--- config.mk ---
export PLATFORM = sky130hd
export DESIGN_NAME = rx_dma_seq
export DESIGN_NICKNAME = d
export VERILOG_FILES = /design/src/rtl/rx_dma_pkg.sv /design/src/rtl/rx_ring_ptr.sv /design/src/rtl/rx_seq_fsm.sv /design/src/rtl/rx_dma_seq.sv
export SDC_FILE = /design/constraint.sdc
export NUM_CORES = 1
export LEC_CHECK = 0
export BUFFER_PORTS_ARGS = -buffer_cell sky130_fd_sc_hd__buf_2
export CAP_MARGIN = 0
export CORE_AREA = 5 5 51 53
export CTS_CLUSTER_DIAMETER = 80
export DETAILED_ROUTE_END_ITERATION = 8
export DIE_AREA = 0 0 56 58
export PLACE_DENSITY = 0.76
export SYNTH_ARGS = -nofsm -noshare
export SYNTH_HDL_FRONTEND = slang
export SYNTH_HIERARCHICAL = 1
export SYNTH_SLANG_ARGS = --single-unit
--- constraint.sdc ---
create_clock -name clk_i -period 1.65 [get_ports clk_i]
set_input_delay 0.495 -clock clk_i [delete_from_list [all_inputs] [get_ports clk_i]]
set_output_delay 0.495 -clock clk_i [all_outputs]
set_load 0.1 [all_outputs]
--- src/rtl/rx_dma_pkg.sv ---
package rx_dma_pkg;
  typedef enum logic [2:0] {
    RX_STOPPED = 3'b000,
    RX_FETCH   = 3'b001,
    RX_WAIT    = 3'b011,
    RX_SUSP    = 3'b100,
    RX_CLOSE   = 3'b101,
    RX_TSWR    = 3'b110,
    RX_XFER    = 3'b111
  } rx_state_e;
endpackage

--- src/rtl/rx_ring_ptr.sv ---
module rx_ring_ptr #(
  parameter int unsigned RING_ENTRIES = 5,
  localparam int unsigned IDX_W = (RING_ENTRIES > 1) ? $clog2(RING_ENTRIES) : 1
) (
  input  logic             clk_i,
  input  logic             rst_ni,
  input  logic             adv_i,
  output logic [IDX_W-1:0] idx_o
);
  localparam logic [IDX_W-1:0] LastIdx = IDX_W'(RING_ENTRIES - 1);

  always_ff @(posedge clk_i or negedge rst_ni) begin
    if (!rst_ni)    idx_o <= '0;
    else if (adv_i) idx_o <= (idx_o == LastIdx) ? '0 : idx_o + 1'b1;
  end
endmodule

--- src/rtl/rx_seq_fsm.sv ---
module rx_seq_fsm
  import rx_dma_pkg::*;
(
  input  logic      clk_i,
  input  logic      rst_ni,
  input  logic      start_i,
  input  logic      stop_i,
  input  logic      poll_i,
  input  logic      ts_en_i,
  input  logic      fetch_ack_i,
  input  logic      fetch_own_i,
  input  logic      fetch_irq_dis_i,
  input  logic      frame_avail_i,
  input  logic      xfer_done_i,
  input  logic      xfer_eof_i,
  output rx_state_e state_o,
  output logic      adv_o,
  output logic      ru_evt_o,
  output logic      stop_evt_o,
  output logic      rc_evt_o,
  output logic      early_evt_o
);
  rx_state_e st_q, st_d;
  logic stop_pend_q, in_frame_q, first_q, eof_q, irq_dis_q, prev_own_q;
  logic stop_req, ru_d, stp_d, rc_d, er_d, adv;

  assign stop_req = stop_i | stop_pend_q;

  always_comb begin
    st_d = st_q;
    ru_d = 1'b0;
    rc_d = 1'b0;
    er_d = 1'b0;
    adv  = 1'b0;
    unique case (st_q)
      RX_STOPPED: if (start_i && !stop_i) st_d = RX_FETCH;
      RX_FETCH: if (fetch_ack_i) begin
        if (stop_req)         st_d = RX_STOPPED;
        else if (fetch_own_i) st_d = in_frame_q ? RX_XFER : RX_WAIT;
        else begin
          st_d = RX_SUSP;
          ru_d = prev_own_q;
        end
      end
      RX_WAIT: begin
        if (stop_req)           st_d = RX_STOPPED;
        else if (frame_avail_i) st_d = RX_XFER;
      end
      RX_XFER: if (xfer_done_i) begin
        st_d = (xfer_eof_i && ts_en_i) ? RX_TSWR : RX_CLOSE;
        er_d = first_q && !xfer_eof_i;
      end
      RX_TSWR: st_d = RX_CLOSE;
      RX_CLOSE: begin
        adv  = 1'b1;
        rc_d = eof_q && !irq_dis_q;
        st_d = stop_req ? RX_STOPPED : RX_FETCH;
      end
      RX_SUSP: begin
        if (stop_req)                    st_d = RX_STOPPED;
        else if (poll_i || frame_avail_i) st_d = RX_FETCH;
      end
      default: st_d = RX_STOPPED;
    endcase
    stp_d = (st_d == RX_STOPPED) && (st_q != RX_STOPPED);
  end

  always_ff @(posedge clk_i or negedge rst_ni) begin
    if (!rst_ni) begin
      st_q        <= RX_STOPPED;
      stop_pend_q <= 1'b0;
      in_frame_q  <= 1'b0;
      first_q     <= 1'b0;
      eof_q       <= 1'b0;
      irq_dis_q   <= 1'b0;
      prev_own_q  <= 1'b1;
      ru_evt_o    <= 1'b0;
      stop_evt_o  <= 1'b0;
      rc_evt_o    <= 1'b0;
      early_evt_o <= 1'b0;
    end else begin
      st_q        <= st_d;
      ru_evt_o    <= ru_d;
      stop_evt_o  <= stp_d;
      rc_evt_o    <= rc_d;
      early_evt_o <= er_d;
      // stop request waits for a state boundary
      if (st_d == RX_STOPPED)                 stop_pend_q <= 1'b0;
      else if (stop_i && st_q != RX_STOPPED)  stop_pend_q <= 1'b1;
      if (st_d == RX_STOPPED)                 in_frame_q <= 1'b0;
      else if (st_q == RX_XFER && xfer_done_i) in_frame_q <= !xfer_eof_i;
      if (st_q == RX_WAIT && st_d == RX_XFER) first_q <= 1'b1;
      else if (st_q == RX_XFER && xfer_done_i) first_q <= 1'b0;
      if (st_q == RX_XFER && xfer_done_i)     eof_q <= xfer_eof_i;
      if (st_q == RX_FETCH && fetch_ack_i) begin
        irq_dis_q  <= fetch_irq_dis_i;
        prev_own_q <= fetch_own_i;
      end
    end
  end

  assign state_o = st_q;
  assign adv_o   = adv;
endmodule

--- src/rtl/rx_dma_seq.sv ---
module rx_dma_seq
  import rx_dma_pkg::*;
#(
  parameter int unsigned RING_ENTRIES = 5,
  localparam int unsigned IDX_W = (RING_ENTRIES > 1) ? $clog2(RING_ENTRIES) : 1
) (
  input  logic             clk_i,
  input  logic             rst_ni,
  input  logic             start_i,
  input  logic             stop_i,
  input  logic             poll_i,
  input  logic             ts_en_i,
  output logic             fetch_req_o,
  input  logic             fetch_ack_i,
  input  logic             fetch_own_i,
  input  logic             fetch_irq_dis_i,
  input  logic             frame_avail_i,
  input  logic             xfer_done_i,
  input  logic             xfer_eof_i,
  output logic [2:0]       state_o,
  output logic [IDX_W-1:0] desc_idx_o,
  output logic             ru_evt_o,
  output logic             stop_evt_o,
  output logic             rc_evt_o,
  output logic             early_evt_o
);
  rx_state_e st;
  logic      adv;

  rx_seq_fsm u_fsm (
    .clk_i, .rst_ni, .start_i, .stop_i, .poll_i, .ts_en_i,
    .fetch_ack_i, .fetch_own_i, .fetch_irq_dis_i, .frame_avail_i,
    .xfer_done_i, .xfer_eof_i,
    .state_o(st), .adv_o(adv),
    .ru_evt_o, .stop_evt_o, .rc_evt_o, .early_evt_o
  );

  rx_ring_ptr #(.RING_ENTRIES(RING_ENTRIES)) u_ptr (
    .clk_i, .rst_ni, .adv_i(adv), .idx_o(desc_idx_o)
  );

  assign state_o     = st;
  assign fetch_req_o = (st == RX_FETCH);
endmodule

# Yosys cells after proc, flatten, opt, wreduce, memory -nomap -nowiden
# Cells that the tools add are included.
dict set report totals {
  regBits 16
}
dict set report classes {
  add_sub_neg 1
  n_eq_ne 8
  n_mux 28
  n_bitwise 1
  n_reduce_logical 19
}
# cell count
set op_table {}
lappend op_table {{$mux W3} 11}
lappend op_table {{$pmux W3 S7} 1}
lappend op_table {{$eq A3 B3 Y1 const B} 6}
lappend op_table {{$mux W1} 15}
lappend op_table {{$logic_and A1 B1 Y1} 9}
lappend op_table {{$logic_not A3 Y1} 2}
lappend op_table {{$reduce_bool A2 Y1} 3}
lappend op_table {{$add A3 B1 Y3 const B} 1}
lappend op_table {{$eq A3 B1 Y1 const B} 1}
lappend op_table {{$eq A3 B2 Y1 const B} 1}
lappend op_table {{$logic_not A1 Y1} 3}
lappend op_table {{$reduce_bool A3 Y1} 1}
lappend op_table {{$mux W2} 1}
lappend op_table {{$logic_or A1 B1 Y1} 1}
lappend op_table {{$or A1 B1 Y1} 1}

# Longest topological paths before layout
# Gate-level depths: netlist (run 1).
dict set report logic_depth {
  depth_word 8
  ltp_mapped 5
  ltp_nobuf 4
}

# Modules after synthesis
# Netlist (run 1), hierarchy kept.
# module n_inst cells_per_inst area_per_inst_um2
set by_module_without_submodules {}
lappend by_module_without_submodules {rx_seq_fsm 1 65 716.9}
lappend by_module_without_submodules {rx_ring_ptr 1 16 161.4}
lappend by_module_without_submodules {rx_dma_seq 1 1 12.5}

# Worst setup path after synthesis (run 1)
# OpenSTA, ideal clock, no wires.
dict set report synth_path {
  path_kind {reg2out}
  startpoint {register u_fsm.st_q[0] (netlist: u_fsm/state_o[0])}
  endpoint {output port fetch_req_o}
  arrival_ps 2300
  required_ps 1155
  setup_slack_ps -1145
  path_stages_with_launch 2
  path_buffers 0
  path_cell_list {dfrtp_1 nor3b_2}
}
dict set report synth_between {
  elab_chain_len 1
}
# element line_no
set synth_lines {}
lappend synth_lines {{start, declared} rx_seq_fsm.sv:23} ;# rx_state_e st_q, st_d;
lappend synth_lines {{start signal, assigned} rx_seq_fsm.sv:82} ;# st_q <= st_d;
lappend synth_lines {{$eq A3 B1 Y1} rx_dma_seq.sv:43} ;# assign fetch_req_o = (st == RX_FETCH);
lappend synth_lines {{end, declared} rx_dma_seq.sv:13} ;# output logic fetch_req_o,
# No other way between the ends.

# Worst setup path in the final report (run 1)
dict set report layout_path {
  startpoint {register u_fsm.st_q[2] (netlist: u_fsm/state_o[2])}
  endpoint {output port fetch_req_o}
}
# The elaborated chain is that of the path after synthesis.

==> results of run 1 <==
[timing repair]
action | in CTS | in global routing
setup endpoints to repair | 3 | 9
buffers inserted | 5 | 5
pin swaps | 4 | 9
resized for setup | 5 | 11
hold endpoints to repair | 0 | 0
[metal layers]
| metal | share of wire | vias to the layer above | global-route usage |
|---|---|---|---|
| met3 | 0.051 | 6 | 0.0245 |
| met2 | 0.53 | 23 | 0.264 |
| met1 | 0.41 | 363 | 0.150 |
| li1 | - | 382 | - |
| met5 | 0 | - | 0 |
| met4 | 0.013 | 0 | 0.0305 |
[worst reg2reg max path, stage by stage (launching register included)]
cell      delay [ns]
dfrtp_4         0.49
buf_4           0.15
buf_6           0.12
and4bb_2        0.34
o21ai_2         0.08
a32o_2          0.31
and3_1          0.16
[Yosys cell counts, drive strengths merged]
| cell | n | area share |
|---|---|---|
| or3b | 1 | 0.013 |
| and4 | 2 | 0.020 |
| nand4 | 1 | 0.0070 |
| a32o | 1 | 0.013 |
| nor3 | 1 | 0.0056 |
| and3 | 1 | 0.0070 |
| o22ai | 2 | 0.014 |
| nor2 | 4 | 0.017 |
| a2111oi | 1 | 0.031 |
| or4b | 2 | 0.022 |
| mux2i | 1 | 0.011 |
| a21oi | 4 | 0.022 |
| or3 | 1 | 0.0084 |
| inv | 7 | 0.029 |
| nor2b | 1 | 0.0070 |
| nor4b | 2 | 0.027 |
| nor3b | 3 | 0.031 |
| and2 | 1 | 0.0070 |
| and3b | 1 | 0.011 |
| nand2 | 6 | 0.025 |
| buf | 3 | 0.042 |
| mux2 | 2 | 0.025 |
| o21ai | 9 | 0.055 |
| dfrtp | 15 | 0.42 |
| nand2b | 2 | 0.014 |
| o32ai | 1 | 0.018 |
| nand3 | 1 | 0.0056 |
| and4bb | 1 | 0.014 |
| a22o | 1 | 0.0098 |
| a21boi | 1 | 0.0084 |
| dfstp | 1 | 0.029 |
| ha | 2 | 0.028 |
[power by group through the flow]
stage / sequential [W] / combinational [W] / clock, W
4_1_cts: 0.000605 / 0.00103 / 0.000219
6_report: 0.000613 / 0.00110 / 0.000211
2_1_floorplan: 0.000933 / 0.000400 / 0
3_3_place_gp: 0.000603 / 0.000978 / 0
3_5_place_dp: 0.000611 / 0.000987 / 0
5_1_grt: 0.000629 / 0.00116 / 0.000247
[layout make-up]
class | instances | area (um2) | share of cell area
tap | 28 | 35.0 | 0.0267
inverter | 7 | 26.3 | 0.0200
multi-input combinational | 56 | 485 | 0.370
clock buffer | 4 | 26.3 | 0.0200
timing repair buffer | 40 | 324 | 0.247
sequential | 16 | 414 | 0.316
[flip-flops by register name, indices dropped and copies added, names as in the netlist]
signal             count
u_fsm/early_evt_o      1
u_fsm/eof_q            1
u_fsm/first_q          1
u_fsm/in_frame_q       1
u_fsm/irq_dis_q        1
u_fsm/prev_own_q       1
u_fsm/rc_evt_o         1
u_fsm/ru_evt_o         1
u_fsm/state_o          3
u_fsm/stop_evt_o       1
u_fsm/stop_pend_q      1
u_ptr/idx_o            3
[layout by cell type (no fill, tap or decap), types with 2 or more instances in the layout]
cell       n
or4b_4     2
buf_12     4
buf_4     15
buf_2     15
and4_1     2
inv_1      7
mux2_2     2
dfrtp_1   11
o21ai_0    4
o21ai_1    4
dfrtp_4    3
clkbuf_4   6
buf_6      3
nand2b_1   2
ha_1       2
nand2_1    6
a21oi_1    2
nor3b_1    2
nor2_1     4
a21oi_2    2
[final timing paths]
path	endpoint	slack [ns]	depth (start not counted)
max	fetch_req_o	-0.15	3
min	u_fsm/first_q	0.10	1
max reg2reg	u_fsm/stop_evt_o	-0.10	6
min reg2reg	u_fsm/rc_evt_o	0.45	1
max in group asynchronous	u_fsm/prev_own_q	1.25	1
min in group clk_i	u_fsm/early_evt_o	0.39	2
[stage by stage]
step                TNS (ns)  hold slack, ns  instance area, um2  utilization
finish                -0.369           0.102                1310        0.623
global route          -0.690           0.111                1310        0.623
CTS                   -0.400           0.108                1230        0.583
detailed placement    -0.428           0.424                1140        0.542
global placement      -0.267           0.419                1140        0.542
floorplan             -0.555           0.199                 915            -
[cells by family (layout without fill, tap and decap cells)]
logic type | count (synthesis) | after routing
simple gates | 31 | 31
compound gates | 20 | 20
flops | 16 | 16
buf+inv | 10 | 51
mux | 3 | 3
fa+ha+maj | 2 | 2
==> results.md, run 1 <==
- Failing checks: setup timing
- Largest net degree at the start of global routing: 17
- Compound-Gate Fraction of Synth Area: 0.171
- CTS tree: yes
- CP Cell Sequence: buf_6, nor3b_4, buf_12
- Pwr Total: 0.00192 W
- Distinct cells, synth: 37
- Top fanout value on the critical path: 2
- Max H-tree Level: 1
- Simple logic cell fraction of the synthesized area: 0.242
- Vias per cell: 5.13
- Slew Limit Headroom: 0.673
- Crit start category: register
- Switching pwr: 0.000916 W
- Worst path bufs/invs: 2
- Syn. warnings: 6
- Pint: 0.00101 W
- Lkg Pwr: 0.617 nW
- Vias in the first global route: 767
- Chip width: 56 um
- Total of max-cap violations: 0
- Adder-cell share of the synthesized area: 0.0281
- Synthesized area: 891 um2
- Gate power share: 0.572
- Status: complete, but fails checks
- Reg power frac: 0.319
- Tcrit/Tclk final: 1.09
- DIE AREA: 3250 um2
- GRT Resource Usage Total: 0.134
- Final Max Tran Viols: 0
- Crit. End Element: primary output
- DRT antenna net count: 0
- First-pass GRT wire length: 3460 um
- Worst min-delay path class: primary input to asynchronous set/reset pin
- # clock sinks: 16
- Clk root buf: clkbuf_4
- Clk pwr share: 0.110
- DRC violations left: 0
- Slowest stage cell, crit path: dfrtp_4
- Seq/Total Area, Yosys: 0.451
- Initial drt markers: 18
- Initial antenna violation count: 0
- Mean post-synth cell area: 10.9 um2
- CP startpoint: u_fsm/state_o[2]
- Core Area: 2110 um2
- Final cell count without fillers: 151
- Fmax: 0.557 GHz
- Hold-fix buffers, CTS: 0
- CP max stage delay: 0.49 ns
- Worst-margin pin slew: 0.495 ns
- Mapped Nets: 96
- Largest family of logic cells by synthesized area: simple AND/OR/NAND/NOR gates
- Io pins: 23
- Row Count: 17
- Chip height: 58 um
- WS Path Type: register to primary output
- RePlAce Congestion: 0.837
- Via count: 774
- Pwr/cell area: 1470 nW/um2
- Buffers added on ports: 22
- VDD IR max: 1.29 mV
- Worst skew pair latency: 0.29 ns
- Worst path top cell family by delay: flip-flops
- Initial Utilization: 0.423
- Cells after synthesis: 82
- Layout cells sized above 1: 0.537
- XOR/XNOR share of the synthesized area: 0
- Pre-CTS setup slack: -0.183 ns
- Num CTS Buffers: 3
- Detailed placer's ending HPWL: 1540 um
- Clk buf depth: 2
- Final Critical Period: 1.80 ns
- Hold Vio Cnt, Final: 0
- DR WL/cell: 14.6 um
- RSZ-0062 raised after global routing: true
- R2r startpoint: u_fsm/state_o[2]
- Crit path DAT: 1.30 ns
- First-pass iteration count of the detailed router: 4
- Fillers: 172
- Final worst slack: -0.147 ns
- GRT Residual Overflow: 0
- Area Overhead vs Synth: 47.2%
- # diodes: 0
- Final Skew: 0.00474 ns
- Synthesized flop and latch total: 16
- Placed insts: 137
- Switching share of power: 0.476
- Mux share of post-synthesis cell area: 0.0365
- Worst Path Required: 1.15 ns
- Clock slew at reported path FFs: 0.09 ns
- WL final: 2210 um
- # setup viols final: 5
- # nets final: 138
Note: power is estimated with default switching activity, not from simulation.
==> run 2, diff against run 1 <==
Clock period 1.65 ns to 1.64 ns, I/O delays scaled along.
==> run 2 against run 1 <==
Against the previous run:
- the run still ends with setup timing left
- setup slack got worse by 0.018 ns
- combinational power rose by 4%
- cell area rose by 2.2%
- hold slack improved by 0.0029 ns
- critical endpoint unchanged
- count of clock-buffer cells in the layout did not move
- power rose by 1.7%
- sequential power fell by 1%
- final cell count rose by 1.3%
- register-to-register slack barely moved
- clock skew rose by 0.0018 ns
- critical path depth did not move
- critical path type unchanged
==> results.md, run 2 (synthesis gave the netlist of run 1 again) <==
- Chip width: 56 um
- Pint: 0.00103 W
- Buffers added on ports: 22
- Fillers: 173
- Min Hold Slack: 0.105 ns
- CTS tree: yes
- Crit start category: register
- First-pass GRT wire length: 3690 um
- Layout cells sized above 1: 0.552
- Num CTS Buffers: 3
- Total of max-cap violations: 0
- Worst skew pair latency: 0.28 ns
- Area after DPL: 1180 um2
- Slew Limit Headroom: 0.677
- DIE AREA: 3250 um2
- Lkg Pwr: 0.629 nW
- Failing checks: setup timing
- Chip height: 58 um
- Worst-margin pin slew: 0.487 ns
- R2r startpoint: u_fsm/state_o[2]
- Final Skew: 0.00655 ns
- Detailed placer's ending HPWL: 1590 um
- # clock sinks: 16
- DRT antenna net count: 0
- Initial antenna violation count: 0
- # diodes: 0
- Crit path DAT: 1.31 ns
- GRT Residual Overflow: 0
- Reg-to-reg endpoint: u_fsm/stop_evt_o
- R2R depth: 5
- CP startpoint: u_fsm/state_o[1]
- Largest net degree at the start of global routing: 17
- Io pins: 23
- Switching pwr: 0.000929 W
- Commonest cells after routing, fill and taps aside: buf_4, buf_2, dfrtp_1, inv_1
- Clk buf depth: 2
- Status: complete, but fails checks
- # nets final: 140
- Worst min-delay path class: primary input to asynchronous set/reset pin
- Top fanout value on the critical path: 2
- Area Overhead vs Synth: 50.4%
- RSZ-0062 raised after global routing: true
- GRT Resource Usage Total: 0.141
- Fmax: 0.554 GHz
- Pwr/cell area: 1460 nW/um2
- Final worst slack: -0.165 ns
- Initial drt markers: 15
- DRC violations left: 0
- WS Path Type: register to primary output
- Reg power frac: 0.309
- Most common cell after layout, fill and taps aside: buf_4
- Core Area: 2110 um2
- DR WL/cell: 14.5 um
- Switching share of power: 0.475
- Worst Path Required: 1.15 ns
- First-pass iteration count of the detailed router: 6
- Row Count: 17
- Clk pwr share: 0.108
- Footprint of the multi-input gates: 488 um2
- Clk root buf: clkbuf_4
- WL final: 2230 um
- Design area: 1340 um2
- Max H-tree Level: 1
- Pwr Total: 0.00196 W
- VDD IR max: 1.14 mV
- RePlAce Congestion: 0.874
- Reg2reg setup slack: -0.11 ns
- FF/Latch Area: 414 um2
- Gate power share: 0.583
- Tcrit/Tclk final: 1.10
- Via count: 779
- Clock slew at reported path FFs: 0.09 ns
- Final Critical Period: 1.80 ns
- Vias per cell: 5.09
- Hold Vio Cnt, Final: 0
- Final Max Tran Viols: 0
- Crit. End Element: primary output
- Initial Utilization: 0.423
- # setup viols final: 7
- Vias in the first global route: 826
## run 2: final cells by class
class | count | area share
sequential | 16 | 0.309
inverter | 7 | 0.0196
timing repair buffer | 42 | 0.261
tap | 28 | 0.0261
clock buffer | 4 | 0.0196
multi-input combinational | 56 | 0.364
## run 2: worst max path at each step
stage	cells after the start	to	slack, ns
2_1_floorplan	1	fetch_req_o	-0.37
3_3_place_gp	5	u_fsm/stop_evt_o	-0.14
3_5_place_dp	5	u_fsm/stop_evt_o	-0.17
4_1_cts	3	fetch_req_o	-0.17
5_1_grt	3	fetch_req_o	-0.23
6_report	3	fetch_req_o	-0.16
## run 2: metal layers
layer,vias to the layer above,routed length (um),track usage
met5,-,0,0
met4,0,12,0.0407
met3,2,91,0.0245
met2,15,1200,0.255
met1,377,923,0.171
li1,385,-,-
## run 2: what timing repair did
action	4_1_cts	5_1_grt
setup buffers	4	3
resized for setup	9	10
setup endpoints to repair	3	9
hold buffers	0	0
pin swaps	1	1
## run 2: metrics by stage
step | util | setup TNS [ns] | setup WS (ns) | cells
after floorplan | - | -0.592 | -0.371 | 82
after global placement | 0.561 | -0.269 | -0.142 | 142
after detailed placement | 0.561 | -0.308 | -0.166 | 142
after CTS | 0.605 | -0.440 | -0.175 | 150
after global routing | 0.636 | -0.724 | -0.229 | 153
final | 0.636 | -0.401 | -0.165 | 153
## run 2: power groups by stage
stage	logic (W)	clock network, W	registers (W)
final	0.00114	0.000211	0.000604
after floorplan	0.000402	0	0.000941
after detailed placement	0.00103	0	0.000610
after global routing	0.00119	0.000238	0.000619
after global placement	0.00101	0	0.000606
after CTS	0.00107	0.000221	0.000602
## run 2: worst max-delay path, stage by stage (launching register included)
cell     delay (ns)
dfrtp_4        0.49
buf_6          0.13
nor3b_4        0.22
buf_12         0.20
